===== src/rtl/bpd_pkg.sv =====
package bpd_pkg;
  // Outcome of classifying one edge interval
  typedef enum logic [1:0] {
    EV_NONE = 2'd0,
    EV_ZERO = 2'd1,
    EV_ONE  = 2'd2,
    EV_LOST = 2'd3
  } bpd_event_e;
endpackage


===== src/rtl/bpd_interval_timer.sv =====
module bpd_interval_timer #(
  parameter int CW = 12
) (
  input  logic          clk,
  input  logic          rst_n,
  input  logic          line_i,
  output logic          edge_o,
  output logic          level_o,
  output logic [CW-1:0] len_o
);
  localparam logic [CW-1:0] CNT_MAX = {CW{1'b1}};
  localparam logic [CW-1:0] CNT_ONE = CW'(1);

  logic          line_q;
  logic [CW-1:0] cnt_q, cnt_d;

  // Edge seen when the live sample differs from the last one
  assign edge_o  = line_i ^ line_q;
  assign level_o = line_i;
  assign len_o   = cnt_q;

  always_comb begin
    if (edge_o)                cnt_d = CNT_ONE;
    else if (cnt_q == CNT_MAX) cnt_d = CNT_MAX;
    else                       cnt_d = cnt_q + CNT_ONE;
  end

  always_ff @(posedge clk or negedge rst_n) begin
    if (!rst_n) begin
      line_q <= 1'b0;
      cnt_q  <= CNT_MAX;   // leave reset saturated
    end else begin
      line_q <= line_i;
      cnt_q  <= cnt_d;
    end
  end

  // with no edge the count never goes down (no wrap)
  a_r8_no_wrap: assert property (@(posedge clk) disable iff (!rst_n)
    !edge_o |=> (cnt_q >= $past(cnt_q)));

  // a saturated count stays saturated until an edge
  a_r8_saturate_hold: assert property (@(posedge clk) disable iff (!rst_n)
    (!edge_o && cnt_q == CNT_MAX) |=> (cnt_q == CNT_MAX));
endmodule


===== src/rtl/bpd_window.sv =====
module bpd_window #(
  parameter int PW = 12,
  parameter int WW = 16
) (
  input  logic [PW-1:0] period_i,
  output logic [WW-1:0] lo_o,
  output logic [WW-1:0] hi_o
);
  logic [WW-1:0] p;

  assign p = WW'(period_i);

  // floor(3P/4) and floor(5P/4) from shifts and adds
  assign lo_o = (p + (p << 1)) >> 2;
  assign hi_o = (p + (p << 2)) >> 2;
endmodule


===== src/rtl/bpd_classifier.sv =====
module bpd_classifier
  import bpd_pkg::*;
#(
  parameter int CW = 12,
  parameter int WW = 16
) (
  input  logic          clk,
  input  logic          rst_n,
  input  logic          edge_i,
  input  logic          level_i,
  input  logic [CW-1:0] len_i,
  input  logic [WW-1:0] lo_i,
  input  logic [WW-1:0] hi_i,
  output logic          bit_valid_o,
  output logic          bit_value_o,
  output logic          abort_o
);
  logic          hist_v_q, hist_v_d;
  logic [CW-1:0] hist_q, hist_d;
  logic [WW-1:0] cur, prev, pair_sum, cur_dbl;
  logic          pair_ok, recover_ok, single_ok, too_long;
  bpd_event_e    ev;

  function automatic logic in_win(input logic [WW-1:0] x,
                                  input logic [WW-1:0] lo,
                                  input logic [WW-1:0] hi);
    return (x > lo) && (x < hi);
  endfunction

  assign cur      = WW'(len_i);
  assign prev     = WW'(hist_q);
  assign pair_sum = prev + cur;
  assign cur_dbl  = cur << 1;

  assign pair_ok    = hist_v_q && in_win(pair_sum, lo_i, hi_i);
  assign recover_ok = hist_v_q && !level_i && in_win(cur_dbl, lo_i, hi_i)
                      && (prev > hi_i);
  assign single_ok  = in_win(cur, lo_i, hi_i);
  assign too_long   = cur > hi_i;

  // Priority: pairing or recovery, then single interval, then too long
  always_comb begin
    ev = EV_NONE;
    if (edge_i) begin
      if (pair_ok || recover_ok) ev = EV_ONE;
      else if (single_ok)        ev = EV_ZERO;
      else if (too_long)         ev = EV_LOST;
    end
  end

  always_comb begin
    hist_v_d = hist_v_q;
    hist_d   = hist_q;
    if (edge_i) begin
      if (ev == EV_ONE || ev == EV_ZERO) begin
        hist_v_d = 1'b0;
      end else begin
        hist_v_d = 1'b1;
        hist_d   = len_i;
      end
    end
  end

  always_ff @(posedge clk or negedge rst_n) begin
    if (!rst_n) begin
      hist_v_q    <= 1'b0;
      hist_q      <= '0;
      bit_valid_o <= 1'b0;
      bit_value_o <= 1'b0;
      abort_o     <= 1'b0;
    end else begin
      hist_v_q    <= hist_v_d;
      hist_q      <= hist_d;
      bit_valid_o <= (ev == EV_ONE) || (ev == EV_ZERO);
      bit_value_o <= (ev == EV_ONE);
      abort_o     <= (ev == EV_LOST);
    end
  end

  // bit and abort strobes never coincide
  a_r9_exclusive: assert property (@(posedge clk) disable iff (!rst_n)
    !(bit_valid_o && abort_o));

  // a value is only shown with a valid bit
  a_r9_value_qualified: assert property (@(posedge clk) disable iff (!rst_n)
    bit_value_o |-> bit_valid_o);

  // no strobe unless the previous cycle held an edge
  a_r9_only_after_edge: assert property (@(posedge clk) disable iff (!rst_n)
    !edge_i |=> !(bit_valid_o || abort_o));

  // strobes last one cycle
  a_r9_one_cycle: assert property (@(posedge clk) disable iff (!rst_n)
    (bit_valid_o || abort_o) |=> !(bit_valid_o || abort_o));

  // history is empty once a bit has been reported
  a_r3_history_cleared: assert property (@(posedge clk) disable iff (!rst_n)
    bit_valid_o |-> !hist_v_q);

  // a too-long interval stays in history
  a_r6_history_kept: assert property (@(posedge clk) disable iff (!rst_n)
    abort_o |-> hist_v_q);

  // window bounds are ordered
  a_r2_bounds_ordered: assert property (@(posedge clk) disable iff (!rst_n)
    lo_i <= hi_i);
endmodule


===== src/rtl/bpd_decoder.sv =====
module bpd_decoder #(
  parameter int PW = 12,
  parameter int CW = 12
) (
  input  logic          clk,
  input  logic          rst_n,
  input  logic          line_i,
  input  logic [PW-1:0] period_i,
  output logic          bit_valid_o,
  output logic          bit_value_o,
  output logic          idle_abort_o
);
  // Compare width: holds 5P/4 and the sum of two intervals
  localparam int WW = ((PW > CW) ? PW : CW) + 3;

  logic          edge_s, level_s;
  logic [CW-1:0] len_s;
  logic [WW-1:0] lo_s, hi_s;

  bpd_interval_timer #(.CW(CW)) u_timer (
    .clk     (clk),
    .rst_n   (rst_n),
    .line_i  (line_i),
    .edge_o  (edge_s),
    .level_o (level_s),
    .len_o   (len_s)
  );

  bpd_window #(.PW(PW), .WW(WW)) u_window (
    .period_i (period_i),
    .lo_o     (lo_s),
    .hi_o     (hi_s)
  );

  bpd_classifier #(.CW(CW), .WW(WW)) u_class (
    .clk         (clk),
    .rst_n       (rst_n),
    .edge_i      (edge_s),
    .level_i     (level_s),
    .len_i       (len_s),
    .lo_i        (lo_s),
    .hi_i        (hi_s),
    .bit_valid_o (bit_valid_o),
    .bit_value_o (bit_value_o),
    .abort_o     (idle_abort_o)
  );
endmodule


===== config.mk =====
export PLATFORM = sky130hd
export DESIGN_NAME = bpd_decoder
export DESIGN_NICKNAME = d
export VERILOG_FILES = /design/src/rtl/bpd_pkg.sv /design/src/rtl/bpd_interval_timer.sv /design/src/rtl/bpd_window.sv /design/src/rtl/bpd_classifier.sv /design/src/rtl/bpd_decoder.sv
export SDC_FILE = /design/constraint.sdc
export NUM_CORES = 1
export LEC_CHECK = 0
export BUFFER_PORTS_ARGS = -buffer_cell sky130_fd_sc_hd__buf_2
export CAP_MARGIN = 25
export CORE_MARGIN = 5
export CORE_UTILIZATION = 25
export CTS_CLUSTER_DIAMETER = 150
export DETAILED_ROUTE_END_ITERATION = 7
export GPL_ROUTABILITY_DRIVEN = 0
export PLACE_DENSITY_LB_ADDON = 0.3
export SYNTH_ARGS = -nofsm -noshare
export SYNTH_HDL_FRONTEND = slang
export SYNTH_SLANG_ARGS = --single-unit

===== constraint.sdc =====
create_clock -name clk -period 13.28 [get_ports clk]
set_clock_uncertainty 0.05 [all_clocks]
set_input_delay 2.656 -clock clk [delete_from_list [all_inputs] [get_ports clk]]
set_output_delay 2.656 -clock clk [all_outputs]
set_load 0.01 [all_outputs]

### After elaboration in Yosys (flattened, before gate mapping)

Index checks and enable logic that the tools add are counted.

* flip-flop bits (word level): 29
* input port bits: 15
* output and inout port bits: 3
* logic and storage cells: 43

* add/subtract/negate cells: 4
* magnitude comparators: 8
* eq/ne operators: 4
* multiplexer cells: 7
* bitwise gates (word level): 2
* reductions and logical operators: 11

Operators with widths (number)
* $gt A12 B13 Y1: 2
* $mux W12: 2
* $add A12 B14 Y15: 1
* $gt A15 B12 Y1: 1
* $lt A15 B13 Y1: 1
* $add A12 B13 Y14: 1
* $add A12 B12 Y13: 1
* $gt A13 B12 Y1: 1
* $lt A12 B13 Y1: 1
* $lt A13 B13 Y1: 1
* $add A12 B1 Y12 const B: 1
* $eq A12 B12 Y1 const B: 1
* $gt A12 B12 Y1: 1
* $mux W2: 4
* $logic_and A1 B1 Y1: 7
* $eq A2 B2 Y1 const B: 2
* $eq A2 B1 Y1 const B: 1
* $logic_or A1 B1 Y1: 2
* $reduce_and A2 Y1: 1
* $logic_not A1 Y1: 1
* $mux W1: 1
* $not A1 Y1: 1
* $xor A1 B1 Y1: 1

### Depth between registers and ports, before layout

* depth in word-level cells: 12
* depth in mapped cells: 22

### Cells and area by module

From an unflattened synthesis, not the netlist that was laid out.

* cells, all modules: 552
* area, all modules: 4799.6 um^2

By module, submodules not included
* bpd_classifier: instances 1, cells an instance 352, area an instance 3099.2 um^2, seq. area each 400.4 um^2
* bpd_window: instances 1, cells an instance 133, area an instance 997.2 um^2, seq. area each 0.0 um^2
* bpd_interval_timer: instances 1, cells an instance 67, area an instance 703.2 um^2, seq. area each 340.3 um^2

### Worst setup path before layout

OpenSTA, ideal clock, no wires.

* kind: input to register
* start: in period_i[1]
* end: reg u_class.hist_q[10]
* setup time: 125 ps
* arrival time: 6615 ps
* required time: 13105 ps
* slack: 6490 ps
* stages on the path: 21
* buffers on the path: 1
* cells stage by stage: ha_1 > a21o_1 > a21oi_1 > o21bai_1 > a21oi_1 > o21bai_1 > a21oi_1 > o21bai_1 > a21oi_1 > nor3_1 > a311oi_1 > ha_1 > and4_1 > a2111oi_0 > o21ai_0 > nor3_1 > and3_1 > a31oi_1 > nand3_4 > buf_12 > mux2_4

* cells in the longest elaborated chain, start to end: 12

RTL lines
* start, declared: RTL line bpd_decoder.sv:8 `input logic [PW-1:0] period_i,`
* $add A12 B14 Y15 / $add A12 B13 Y14 (equally long branches): RTL line bpd_window.sv:15, bpd_window.sv:14
* $lt A13 B13 Y1 / $gt A13 B12 Y1 (equally long branches): RTL line bpd_classifier.sv:27 `return (x > lo) && (x < hi);`
* $logic_and A1 B1 Y1: RTL line bpd_classifier.sv:27
* $logic_and A1 B1 Y1: RTL line bpd_classifier.sv:36 `assign recover_ok = hist_v_q && !level_i && in_win(cur_dbl, lo_i, hi_i)`
* $logic_and A1 B1 Y1: RTL line bpd_classifier.sv:37 `&& (prev > hi_i);`
* $logic_or A1 B1 Y1: RTL line bpd_classifier.sv:45 `if (pair_ok || recover_ok) ev = EV_ONE;`
* $mux W2 *: RTL line bpd_classifier.sv:45
* $mux W2 *: RTL line bpd_classifier.sv:44 `if (edge_i) begin`
* $eq A2 B2 Y1 / $eq A2 B1 Y1 (equally long branches): RTL line bpd_classifier.sv:55 `if (ev == EV_ONE || ev == EV_ZERO) begin`
* $logic_or A1 B1 Y1 *: RTL line bpd_classifier.sv:55
* $not A1 Y1 (no source line) *
* $reduce_and A2 Y1 (no source line) *
* end signal, assigned: RTL line bpd_classifier.sv:73 `hist_q <= hist_d;`
* end, declared: RTL line bpd_classifier.sv:19 `logic [CW-1:0] hist_q, hist_d;`

Every way passes the cells marked *; elsewhere a longest branch is shown, timed or not.
A chain may end at the register's enable or synchronous reset.

### Worst setup path after layout

* start: in period_i[1]
* end: reg u_class.hist_q[11]

The elaborated chain is that of the path after synthesis.

==> summary.md <==
| Metric | Value |
|---|---|
| Crit path max-delay family | compound AO/OA/AOI/OAI gates |
| Wire length per cell | 16.1 µm |
| CTS Buffer Depth | 2 |
| Finished Cell Area | 5310 µm² |
| Share of layout cells above drive strength 1 | 0.124 |
| Critical path's slowest cell | a311oi_1 |
| Drc violations | 0 |
| Via-per-instance ratio | 5.11 |
| RSZ-0062 raised after global routing | no |
| Mapped Nets | 666 |
| Post-CTS setup buffer count | 0 |
| Initial core utilization | 0.255 |
| 1st-pass router iterations | 4 |
| Number of global-route vias before repair | 4196 |
| Worst path max stage delay | 0.62 ns |
| Max-cap violations | 0 |
| Worst-margin pin slew | 0.903 ns |
| Dominant cell type by area after synthesis | ha_1 |
| WP data required | 13.39 ns |
| Sw frac | 0.408 |
| Area grow syn2layout | 10.4% |
| Global route overflow | 0 |
| Row count | 50 |
| Crit path capture type | flip-flop |
| Final hold viol count | 0 |
| Boundary pin count | 18 |
| Final setup fails | 0 |
| Clk slew on worst S/H paths | 0.05 ns |
| Ys flop type | dfrtp_1 |
| Status | completed |
| Worst setup path category | in -> reg |
| # diodes | 0 |
| CTS tree | built |
| CTS resizes | 0 |
| Number of synthesized register bits | 29 |
| Final ANT Viol Nets | 0 |
| Die W | 149 µm |
| R2r startpoint | u_timer.len_o[1]$_DFF_PN1_ |
| Syn. warnings | 0 |
| Ys async rst share | 1.00 |
| DPL Wire Length | 11000 µm |
| HP Start | u_timer.len_o[0]$_DFF_PN1_ |
| NumNets Final | 682 |
| Clk_lat worst skew | 0.28 ns |
| Largest cells by area after synthesis | ha_1, dfrtp_1, dfstp_2 |
| Die ar. | 22100 µm² |
| Clock Tree Root | clkbuf_16 |
| Die Y-Extent | 149 µm |
| Port Buffers | 17 |
| Post-synth EDFFs | 0 |
| Syn Std Cell Area | 4810 µm² |
| Slew margin rel. | 0.396 |
| Sequential power share | 0.226 |
| Mean Syn Cell Area | 8.89 µm² |
| Vias | 4176 |
| Initial antenna violation count | 0 |
| Post-Synthesis Cells | 541 |
| DP Area | 5150 µm² |
| Max rail drop VDD | 50.8 µV |
| Worst R2R Path Depth | 18 |
| Highest clock rate | 135 MHz |
| First-pass GRT wire length | 21200 µm |
| Top cells by count, synth | ha_1, a21oi_1, inv_1 |
| P_int | 0.000281 W |
| Finished Core Util | 0.282 |
| Crit path launch type | primary input |
| Post-route setup TNS | 0 ns |
| Sequential cell area fraction in the yosys report | 0.154 |
| Worst path most repeated cell | a21oi_1 |
| Leak | 2.50 nW |
| Sw power | 0.000194 W |
| Crit path arrival time | 7.52 ns |
| Core area | 18800 µm² |
| P per Cell Area | 89.5 nW/µm² |
| Critical path cell sequence | buf_2 -> ha_1 -> a21o_1 -> a21oi_1 -> o21bai_1 -> a21oi_1 -> o21bai_1 -> a21oi_1 -> o21bai_1 -> a21oi_1 -> nor3_1 -> a311oi_1 -> ha_1 -> and3_1 -> and3_1 -> and2_1 -> o41ai_1 -> o211ai_2 -> nand3_4 -> mux2_2 |
| DRT iter0 DRCs | 205 |
| Clock sink count | 29 |
| Comb power frac | 0.525 |
| Hold Crit Class | reg -> reg |
| Fill count | 2003 |
| Tmin final | 7.41 ns |
| Final max-slew violation count | 0 |
| Number of distinct library cells after synthesis | 72 |
| Hold_buf cts | 0 |
| CTS Buf Count | 5 |
| Reg2reg end | u_class.abort_o$_DFF_PN0_ |
| Largest net degree at the start of global routing | 30 |
| Clock power share | 0.249 |
| Critical path buffers and inverters | 1 |
| Most frequent cell after synthesis | ha_1 |
| Area share of the largest cell type after synthesis | 0.278 |
| Flop-to-flop setup slack | 8.08 ns |
| Fin crit share | 0.558 |
| H-tree depth | 2 |
| Hold worst-path end | u_timer.len_o[0]$_DFF_PN1_ |
| WHS Path Cells | 1 |
| Max FO, Critical Path | 13 |
| Total Routing Usage GR | 0.119 |
| Routed WL | 13100 µm |
[power groups by stage]
stage	combinational (W)	clock, W	sequential, W
finish	0.000249	0.000118	0.000107
global route	0.000281	0.000124	0.000108
CTS	0.000251	0.000121	0.000107
detailed placement	0.000249	0	0.000108
global placement	0.000239	0	0.000108
floorplan	0.000187	0	0.000104
[flip-flops by register name (all words and copies together), names as in the netlist]
name / flops
u_class.abort_o: 1
u_class.bit_value_o: 1
u_timer.len_o: 12
u_timer.line_q: 1
u_class.hist_q: 12
u_class.bit_valid_o: 1
u_class.hist_v_q: 1
[worst register-to-register path, stage by stage, from the launching register on]
cell and delay [ns]:
dfstp_2 0.65, ha_1 0.27, a21o_1 0.18, a21oi_1 0.22
o21bai_1 0.10, a21oi_1 0.23, o21ai_0 0.12, a21oi_1 0.24
nor2b_1 0.10, o21a_1 0.19, o41a_1 0.32, xor2_1 0.29
ha_1 0.31, and2_1 0.17, and4_1 0.22, a32o_1 0.26
o211ai_2 0.27, nand2_1 0.15, a2111oi_0 0.67
[cell type report]
| class | count | area, µm² | area share |
|---|---|---|---|
| clock buffers | 7 | 153 | 0.0288 |
| clock inverters | 1 | 5.00 | 0.000943 |
| well taps | 260 | 325 | 0.0613 |
| multi-input cells | 467 | 3860 | 0.727 |
| flip-flops and latches | 29 | 741 | 0.140 |
| repair buffers | 17 | 85.1 | 0.0160 |
| inverters | 37 | 139 | 0.0262 |
[cell usage in the layout (no fill, tap or decap), drive strengths merged, types with 6 or more instances in the layout]
cell	n
a21o	17
a21oi	50
a31oi	7
and3	6
buf	17
clkbuf	7
dfrtp	17
dfstp	12
ha	107
inv	37
mux2	10
nand2	19
nand2b	7
nand3	19
nand4	12
nor2	31
nor2b	9
nor3	10
o211ai	9
o21a	17
o21ai	22
o21bai	7
xnor2	29
xor2	12
[metrics by stage]
step           worst slack [ns]  cells  power [W]  hold WS, ns
2_1_floorplan              6.49    541   0.000291        0.420
3_3_place_gp               5.75    810   0.000347        0.470
3_5_place_dp               5.60    810   0.000357        0.472
4_1_cts                    5.86    818   0.000479        0.484
5_1_grt                    5.50    818   0.000513        0.509
6_report                   5.87    818   0.000475        0.482
[worst max-delay path by stage]
stage                      from                             end  depth (start not counted)
CTS                 period_i[1]  u_class.hist_q[11]$_DFFE_PN0P_                         20
detailed placement  period_i[1]  u_class.hist_q[11]$_DFFE_PN0P_                         20
global route        period_i[1]  u_class.hist_q[11]$_DFFE_PN0P_                         21
global placement    period_i[1]   u_class.hist_q[2]$_DFFE_PN0P_                         21
floorplan           period_i[1]  u_class.hist_q[10]$_DFFE_PN0P_                         21
finish              period_i[1]  u_class.hist_q[11]$_DFFE_PN0P_                         20
[logic make-up after synthesis]
| kind of cell | count (synthesis) | share of synthesized area |
|---|---|---|
| xor gates and xnor gates | 41 | 0.0747 |
| DFF | 29 | 0.154 |
| AOI/OAI and AO/OA | 163 | 0.237 |
| muxes | 13 | 0.0359 |
| and+or+nand+nor | 136 | 0.155 |
| buffers and inverters | 45 | 0.0432 |
| adders and majority gates | 114 | 0.300 |
[metal layers]
layer | GRT usage | vias to the layer above | routed length [µm]
met2 | 0.199 | 70 | 6120
met3 | 0.0107 | 11 | 450
met4 | 0.0240 | 0 | 202
met5 | 0 | - | 0
met1 | 0.168 | 2021 | 6360
li1 | - | 2074 | -
Note: power is estimated with default switching activity, not from simulation.
